$ cat config.mk
export PLATFORM = sky130hd
export DESIGN_NAME = word_alu
export DESIGN_NICKNAME = d
export VERILOG_FILES = /design/src/rtl/word_alu.sv
export SDC_FILE = /design/constraint.sdc
export NUM_CORES = 1
export LEC_CHECK = 0
export BUFFER_PORTS_ARGS = -buffer_cell sky130_fd_sc_hd__buf_2
export CAP_MARGIN = 20
export CORE_MARGIN = 2
export CORE_UTILIZATION = 50
export DETAILED_ROUTE_END_ITERATION = 7
export PLACE_DENSITY_LB_ADDON = 0.25
export SETUP_SLACK_MARGIN = 0.05
export SYNTH_ARGS = -nofsm -noshare
export SYNTH_HDL_FRONTEND = slang
export SYNTH_SLANG_ARGS = --single-unit
export TNS_END_PERCENT = 10
$ cat constraint.sdc
create_clock -name vclk -period 16.5
set_clock_uncertainty 0.15 [all_clocks]
set_input_delay 4.125 -clock vclk [all_inputs]
set_output_delay 4.125 -clock vclk [all_outputs]
set_load 0.1 [all_outputs]
$ cat src/rtl/word_alu.sv
module word_alu #(
  parameter int WIDTH = 32
) (
  input  logic [WIDTH-1:0] opnd_a,
  input  logic [WIDTH-1:0] opnd_b,
  input  logic [2:0]       op_sel,
  output logic [WIDTH-1:0] result,
  output logic             is_zero,
  output logic             ovf
);
  localparam int MSB = WIDTH - 1;

  logic             b_neg;
  logic [WIDTH-1:0] b_eff;
  logic [WIDTH-1:0] sum;
  logic             ovf_raw;
  logic             lt_bit;
  logic             arith;

  assign b_neg   = op_sel[2];
  assign b_eff   = b_neg ? ~opnd_b : opnd_b;
  assign sum     = opnd_a + b_eff + {{(WIDTH-1){1'b0}}, b_neg};
  assign ovf_raw = (opnd_a[MSB] == b_eff[MSB]) && (sum[MSB] != opnd_a[MSB]);
  assign lt_bit  = sum[MSB] ^ ovf_raw;
  assign arith   = (op_sel == 3'b010) || (op_sel == 3'b110);

  always_comb begin
    case (op_sel)
      3'b000:  result = opnd_a & opnd_b;
      3'b001:  result = opnd_a | opnd_b;
      3'b010,
      3'b110:  result = sum;
      3'b111:  result = {{(WIDTH-1){1'b0}}, lt_bit};
      default: result = '0;
    endcase
  end

  assign is_zero = ~|result;
  assign ovf     = arith & ovf_raw;
endmodule

==> impl_metrics.csv, run 1 <==
group,metric,value,unit
job,drv_cap,0,
pwr,switching_share,70.72,%
setup_path,path_buf_inv,4,
yosys,yosysUniqueCellTypes,71,
placed_design,place_ws,3.861,ns
global_route,grt_antenna_before_repair,0,
cts,cts_resized,0,
yosys,synth_top_area_cell,"ha_1",
setup_path,cp-endpoint,"is_zero",
timing,fin_crit,12.66,ns
pwr,peakVddDrop,0.04879,mV
cts,postCtsSetupBuffers,0,
routing,drtIter0Drc,395,
pwr,leakage,1.652,nW
pwr,clock_power_share,0,%
yosys,syn_inst,444,
pwr,powerDensity,70.50,nW/um^2
floorplan,die_h,83.02,microns
setup_path,end_kind,"output pin",
finish,area_delta_synth_final,15.99,%
yosys,ys_top_cells_by_area,"ha_1 (13%), xor2_1 (11%), maj3_1 (7.7%)",
setup_path,critPathMaxStageDelay,0.51,ns
finish,stdcell_area,3621,sq um
timing,slew_headroom,48.58,%
floorplan,start_util,52.11,%
yosys,ys_seq_area_share,0,%
finish,seqCellArea,0,sq um
floorplan,dieWidth,83.02,microns
placed_design,placed_cell_area,3621,sq um
cts,ctsHoldBuffers,0,
placed_design,dpl.hpwl,7568,microns
setup_path,path_max_fanout,37,
placed_design,numPlacedInstances,596,
routing,ant_nets,0,
global_route,grt_pass1_vias,3396,
floorplan,core,5991,sq um
routing,drc,0,
setup_path,crit_required,12.23,ns
setup_path,worstSetupStartpointType,"input pin",
yosys,syn_area,3122,sq um
finish,final_net_count,623,
timing,fin_tns_setup,0,ns
routing,finalWirelength,9683,microns
finish,fill_cells,557,
yosys,syn_nets,544,
floorplan,num_rows,28,
floorplan,dieArea,6891,sq um
yosys,post-synth-top-area-fraction,12.83,%
timing,worstMarginPinSlew,0.7713,ns
global_route,grt_pass1_wl,16110,microns
routing,vias,3754,
global_route,grt_max_degree,40,
placed_design,gp_congestion,1.006,
setup_path,crit_arrival,8.39,ns
outcome,outcome,"completed",
placed_design,port_buffers,101,
finish,fin_util,60.44,%
routing,wire_per_inst,16.25,microns
pwr,p_int,0.07475,mW
setup_path,crit_path_top_delay_cell,"or4_1",
setup_path,path_cells,"buf_2 -> buf_4 -> xor2_1 -> inv_1 -> fa_1 -> nand2b_1 -> a21oi_1 -> xnor2_1 -> o21ai_0 -> or4_1 -> nor4_1 -> nand4b_1 -> a2111oi_2 -> nand4b_1 -> nor4b_2 -> buf_2",
yosys,ys_warn_count,0,
global_route,grt.total_usage,26.30,%
timing,final_max_slew_viol_count,0,
timing,finalCritPeriodShare,76.73,%
global_route,grt_overflow,0,
finish,clock_buffers,0,
floorplan,top_level_ports,101,
pwr,combPwrFrac,100.0,%
setup_path,crit_family,"simple AND/OR/NAND/NOR gates",
finish,drive_gt1_share,23.22,%
setup_path,critPathKind,"input pin to output pin",
pwr,seqPwrFrac,0,%
pwr,p_sw,0.1805,mW
finish,instances_no_fill,596,
hold_path,worstHoldPathCells,4,
yosys,syn_avg_cell_area,7.031,sq um
hold_path,hold_class,"input pin to output pin",
finish,seq_cells,0,
finish,final_common_cell,"buf_2",
setup_path,startpoint,"op_sel[2]",
timing,finalWorstSetupSlack,3.840,ns
timing,setup_violations,0,
finish,final_cell_mix,"buf_2 (101), nand2_1 (44), xor2_1 (40)",
routing,post_drt_via_cell_ratio,6.299,
timing,grt_setup_unrepaired,"false",
pwr,power,0.2553,mW
timing,hold_viol,0,
finish,antennaDiodeCount,0,
setup_path,crit_cells,16,
hold_path,hold_start,"opnd_a[31]",
timing,hold_slack,8.654,ns
timing,clock.fmax,0.07899,GHz
routing,dr.pass1.iters,5,
[metal layers]
metal	track usage (%)	wire length [microns]	part of all wire [%]
met1	38.12	4460	46
met2	43.55	4339	45
met5	0	0	0
met3	1.392	686	7.1
met4	4.173	197	2.0
[power groups by stage]
| stage | Clock, mW | Combinational, mW | Sequential, mW |
|---|---|---|---|
| floorplan | 0 | 0.203 | 0 |
| CTS | 0 | 0.252 | 0 |
| global route | 0 | 0.273 | 0 |
| detailed placement | 0 | 0.251 | 0 |
| global placement | 0 | 0.248 | 0 |
| finish | 0 | 0.255 | 0 |
[synthesized netlist by cell type (4+ instances only)]
master and number:
nand4_1 9, nor3_1 5, a21oi_1 36, a31oi_1 4
o31ai_1 7, or3_1 6, nand3_1 14, nor2b_1 8
ha_1 32, nand2b_1 10, xor2_1 40, a21boi_0 4
a21o_1 19, o21ai_0 38, xnor2_1 13, o211ai_1 4
nor2_1 19, maj3_1 24, inv_1 6, clkbuf_1 23
nand2_1 44
[worst min path at each step]
stage / endpoint / slack, ns
3_5_place_dp: ovf / 8.65
2_1_floorplan: is_zero / 8.64
4_1_cts: ovf / 8.65
6_report: ovf / 8.65
3_3_place_gp: ovf / 8.65
5_1_grt: ovf / 8.67
[tightest hold or removal path: stages]
cell and delay, ns:
buf_2 0.14, nand3_1 0.07, a21oi_1 0.06, buf_2 0.29
[cell families after synthesis]
| family | count (synthesis) | share of synthesized area [%] |
|---|---|---|
| compound gates | 157 | 34.03 |
| simple gates | 138 | 23.21 |
| fa+ha+maj | 57 | 21.16 |
| xor+xnor | 53 | 14.87 |
| buf+inv | 34 | 4.970 |
| mux | 5 | 1.763 |
[final cells by class]
cell class                 instances  area [sq um]  area share (%)
timing repair buffer             105         535.5           14.79
tap                               75         93.84           2.592
multi-input combinational        410          2969           82.00
inverter                           6         22.52          0.6220
No activity file was read; power rests on OpenSTA's default activity.
==> inputs of run 2 (changes only) <==
--- a/config.mk
+++ b/config.mk
@@ -8,7 +8,7 @@
 export BUFFER_PORTS_ARGS = -buffer_cell sky130_fd_sc_hd__buf_2
 export CAP_MARGIN = 20
 export CORE_MARGIN = 2
-export CORE_UTILIZATION = 50
+export CORE_UTILIZATION = 49
 export DETAILED_ROUTE_END_ITERATION = 7
 export PLACE_DENSITY_LB_ADDON = 0.25
 export SETUP_SLACK_MARGIN = 0.05
==> constraint.sdc (replaced) <==
create_clock -name vclk -period 10.8
set_clock_uncertainty 0.15 [all_clocks]
set_input_delay 2.7 -clock vclk [all_inputs]
set_output_delay 2.7 -clock vclk [all_outputs]
set_load 0.1 [all_outputs]
==> run 2 against run 1 <==
  * Sequential share of layout area did not move
  * Critical endpoint unchanged
  * Worst hold slack got worse by 2.9 ns
  * Total power rose by 55%
  * Critical path depth fell by 2
  * First-iteration DRC count fell by 50%
  * Largest power group unchanged
  * Global-route usage fell by 0.26 points
  * Wire length fell by 1.7%
  * Combinational power rose by 55%
  * Final cell count rose by 0.67%
  * Non-clock buffer count rose by 2
==> impl_metrics.csv, run 2 (synthesized netlist as in run 1, its figures left out) <==
group,metric,value,unit
setup_path,worstSetupStartpointType,"input pin",
floorplan,die_h,83.82,microns
setup_path,crit_required,7.95,ns
timing,finalCritPeriodShare,90.89,%
finish,seqCellArea,0,sq um
global_route,grt_max_degree,39,
hold_path,hold_class,"input pin to output pin",
placed_design,placed_cell_area,3684,sq um
setup_path,crit_arrival,6.97,ns
outcome,outcome,"completed",
timing,hold_viol,0,
global_route,grt_pass1_wl,15810,microns
routing,vias,3693,
setup_path,end_kind,"output pin",
finish,antennaDiodeCount,0,
floorplan,dieWidth,83.82,microns
cts,postCtsSetupBuffers,0,
floorplan,core,6241,sq um
placed_design,gp_congestion,0.9356,
global_route,grt_pass1_vias,3390,
routing,drtIter0Drc,196,
setup_path,path_max_fanout,20,
timing,clock.fmax,0.1019,GHz
timing,fin_tns_setup,0,ns
finish,stdcell_area,3684,sq um
placed_design,port_buffers,101,
timing,fin_crit,9.816,ns
routing,post_drt_via_cell_ratio,6.155,
setup_path,critPathKind,"input pin to output pin",
setup_path,crit_path_top_delay_cell,"buf_2",
cts,ctsHoldBuffers,0,
routing,dr.pass1.iters,5,
cts,cts_resized,0,
routing,wire_per_inst,15.87,microns
setup_path,critPathMaxStageDelay,0.47,ns
finish,area_delta_synth_final,18.00,%
placed_design,dpl.hpwl,7619,microns
pwr,peakVddDrop,0.06634,mV
timing,slew_headroom,58.57,%
finish,fin_util,59.02,%
floorplan,num_rows,29,
global_route,grt.total_usage,26.03,%
finish,clock_buffers,0,
timing,grt_setup_unrepaired,"false",
finish,seq_cells,0,
timing,final_max_slew_viol_count,0,
routing,drc,0,
floorplan,dieArea,7025,sq um
floorplan,top_level_ports,101,
pwr,leakage,1.678,nW
finish,drive_gt1_share,25.24,%
job,drv_cap,0,
routing,ant_nets,0,
finish,final_common_cell,"buf_2",
setup_path,path_cells,"buf_2 -> xor2_1 -> ha_1 -> a21o_1 -> a21oi_1 -> a21oi_1 -> or3_1 -> a32o_1 -> nor4_1 -> nand4b_1 -> a2111oi_2 -> nand4b_1 -> nor4b_2 -> buf_2",
pwr,powerDensity,107.2,nW/um^2
finish,final_cell_mix,"buf_2 (101), nand2_1 (44), xor2_1 (40)",
routing,finalWirelength,9523,microns
setup_path,path_buf_inv,2,
global_route,grt_antenna_before_repair,0,
setup_path,crit_family,"simple AND/OR/NAND/NOR gates",
global_route,grt_overflow,0,
timing,worstMarginPinSlew,0.6208,ns
timing,setup_violations,0,
finish,final_net_count,625,
floorplan,start_util,50.02,%
[run 2: per-stage QoR]
step / power (mW) / std cells / setup WS, ns / hold WS, ns
after floorplan: 0.3162 / 444 / 0.08649 / 5.688
after global placement: 0.3863 / 600 / 1.072 / 5.783
after detailed placement: 0.3899 / 600 / 0.9949 / 5.798
after CTS: 0.3918 / 600 / 0.9939 / 5.801
after global routing: 0.4230 / 600 / 0.7858 / 5.859
final: 0.3948 / 600 / 0.9842 / 5.796
[run 2: layout make-up]
class | count | area (sq um)
timing repair buffer | 107 | 550.5
tap | 77 | 96.34
inverter | 6 | 22.52
multi-input combinational | 410 | 3014
fill | 621 | 2557
[run 2: path summary, 6_finish.rpt]
check | from | endpoint | cells past startpoint
worst max-delay path | op_sel[2] | is_zero | 14
worst min-delay path | opnd_a[31] | ovf | 4
[run 2: power by group]
group / switching [mW] / internal, mW / total (mW)
clock: 0 / 0 / 0
sequential: 0 / 0 / 0
combinational: 0.277 / 0.117 / 0.395
[run 2: routing by layer]
layer / wire, microns / global-route usage, %
met1: 4126 / 34.54
met2: 4661 / 47.13
met3: 643 / 1.780
met4: 91 / 3.519
met5: 0 / 0
[run 2: worst min-delay path: stages]
cell	delay [ns]
buf_2	0.13
nand3_1	0.07
a21oi_1	0.05
buf_2	0.28
==> inputs of run 3 (changes only) <==
--- a/config.mk
+++ b/config.mk
@@ -11,6 +11,7 @@
 export CORE_UTILIZATION = 49
 export DETAILED_ROUTE_END_ITERATION = 7
 export PLACE_DENSITY_LB_ADDON = 0.25
+export RECOVER_POWER = 50
 export SETUP_SLACK_MARGIN = 0.05
 export SYNTH_ARGS = -nofsm -noshare
 export SYNTH_HDL_FRONTEND = slang
==> run 3 against run 2 <==
  * Total power decreased by 0.55%
  * Critical path depth unchanged
  * Sequential share of layout area unchanged
  * Worst setup slack got worse by 0.00084 ns
  * Critical endpoint unchanged
  * Maximum frequency about the same
  * Largest power group unchanged
  * Wire length about the same
  * Worst hold slack improved by 0.0022 ns
  * First-iteration DRC count decreased by 5.6%
  * Non-clock buffer count unchanged
  * Combinational power about the same
==> impl_metrics.csv, run 3 (synthesized netlist as in run 1, its figures left out) <==
group,metric,value,unit
finish,drive_gt1_share,22.18,%
pwr,peakVddDrop,0.06618,mV
timing,hold_viol,0,
pwr,powerDensity,107.2,nW/um^2
timing,worstMarginPinSlew,1.219,ns
routing,dr.pass1.iters,5,
floorplan,die_h,83.82,microns
timing,setup_violations,0,
finish,seq_cells,0,
pwr,p_int,0.1150,mW
global_route,grt_antenna_before_repair,0,
timing,fin_tns_setup,0,ns
timing,fin_crit,9.817,ns
cts,cts_resized,0,
setup_path,end_kind,"output pin",
pwr,leakage,1.621,nW
global_route,grt_pass1_vias,3390,
routing,drtIter0Drc,185,
pwr,p_sw,0.2776,mW
finish,instances_no_fill,600,
global_route,grt.total_usage,26.03,%
hold_path,hold_class,"input pin to output pin",
pwr,seqPwrFrac,0,%
floorplan,dieWidth,83.82,microns
cts,postCtsSetupBuffers,0,
routing,highest_layer,"met4",
setup_path,critPathKind,"input pin to output pin",
pwr,switching_share,70.71,%
setup_path,crit_arrival,6.97,ns
timing,grt_setup_unrepaired,"false",
hold_path,worstHoldPathCells,4,
finish,multi_input_area,3014,sq um
routing,vias,3687,
finish,final_common_cell,"buf_2",
routing,met1_length,4124,microns
floorplan,top_level_ports,101,
outcome,outcome,"completed",
finish,area_delta_synth_final,17.35,%
placed_design,numPlacedInstances,600,
hold_path,hold_start,"opnd_a[31]",
routing,post_drt_via_cell_ratio,6.145,
job,drv_cap,0,
setup_path,worstSetupStartpointType,"input pin",
global_route,grt_overflow,0,
finish,antennaDiodeCount,0,
floorplan,num_rows,29,
floorplan,start_util,50.02,%
timing,final_max_slew_viol_count,0,
finish,seqCellArea,0,sq um
setup_path,crit_required,7.95,ns
floorplan,core,6241,sq um
floorplan,dieArea,7025,sq um
setup_path,path_max_fanout,20,
cts,ctsHoldBuffers,0,
pwr,clock_power_share,0,%
placed_design,gp_congestion,0.9356,
finish,final_net_count,625,
timing,clock.fmax,0.1019,GHz
hold_path,hold_path_end,"ovf",
global_route,grt_pass1_wl,15810,microns
global_route,grt_max_degree,39,
finish,final_cell_mix,"buf_2 (85), nand2_1 (44), xor2_1 (40)",
finish,fill_cells,629,
placed_design,dpl.hpwl,7619,microns
routing,finalWirelength,9529,microns
timing,finalCritPeriodShare,90.90,%
timing,slew_headroom,19.10,%
routing,drc,0,
placed_design,port_buffers,101,
pwr,combPwrFrac,100.0,%
routing,route.met2.wl,4655,microns
routing,wire_per_inst,15.88,microns
finish,clock_buffers,0,
routing,met3_length,644,microns
routing,ant_nets,0,
## run 3: cell count changes in the layout (fill, tap and decap cells not counted)
cell / previous run / this run
buf_2: 101 / 85
clkbuf_1: 0 / 16
## run 3: critical path, cell delays in order
cell       delay, ns
buf_2           0.47
xor2_1          0.25
ha_1            0.31
a21o_1          0.20
a21oi_1         0.39
a21oi_1         0.14
or3_1           0.32
a32o_1          0.27
nor4_1          0.42
nand4b_1        0.27
a2111oi_2       0.35
nand4b_1        0.18
nor4b_2         0.22
buf_2           0.46
## run 3: worst max-delay path by stage
| stage | slack, ns | endpoint | startpoint |
|---|---|---|---|
| 3_3_place_gp | 1.07 | is_zero | op_sel[2] |
| 4_1_cts | 0.99 | is_zero | op_sel[2] |
| 3_5_place_dp | 0.99 | is_zero | op_sel[2] |
| 2_1_floorplan | 0.09 | is_zero | op_sel[2] |
| 6_report | 0.98 | is_zero | op_sel[2] |
| 5_1_grt | 0.78 | is_zero | op_sel[2] |
## run 3: power groups by stage
stage / Sequential (mW) / Clock [mW] / Combinational [mW]
after floorplan: 0 / 0 / 0.316
after global placement: 0 / 0 / 0.386
after detailed placement: 0 / 0 / 0.390
after CTS: 0 / 0 / 0.392
after global routing: 0 / 0 / 0.421
final: 0 / 0 / 0.393
## run 3: metal layers
layer	global-route usage [%]	vias up
li1	-	1841
met5	0	-
met4	3.519	0
met3	1.780	10
met1	34.54	1698
met2	47.13	138
## run 3: cell type report
type / count / area share, %
Timing Repair Buffer: 107 / 14.48
Inverter: 6 / 0.6148
Multi-Input combinational cell: 410 / 82.27
Tap cell: 77 / 2.630
## run 3: stage by stage
stage	area [sq um]	power (mW)	utilization, %	hold WS [ns]	worst slack (ns)
after detailed placement	3684	0.3899	59.02	5.798	0.9949
after CTS	3684	0.3918	59.02	5.801	0.9939
after global routing	3664	0.4211	58.70	5.859	0.7843
after global placement	3684	0.3863	59.02	5.783	1.072
final	3664	0.3926	58.70	5.799	0.9833
after floorplan	3171	0.3162	-	5.688	0.08649
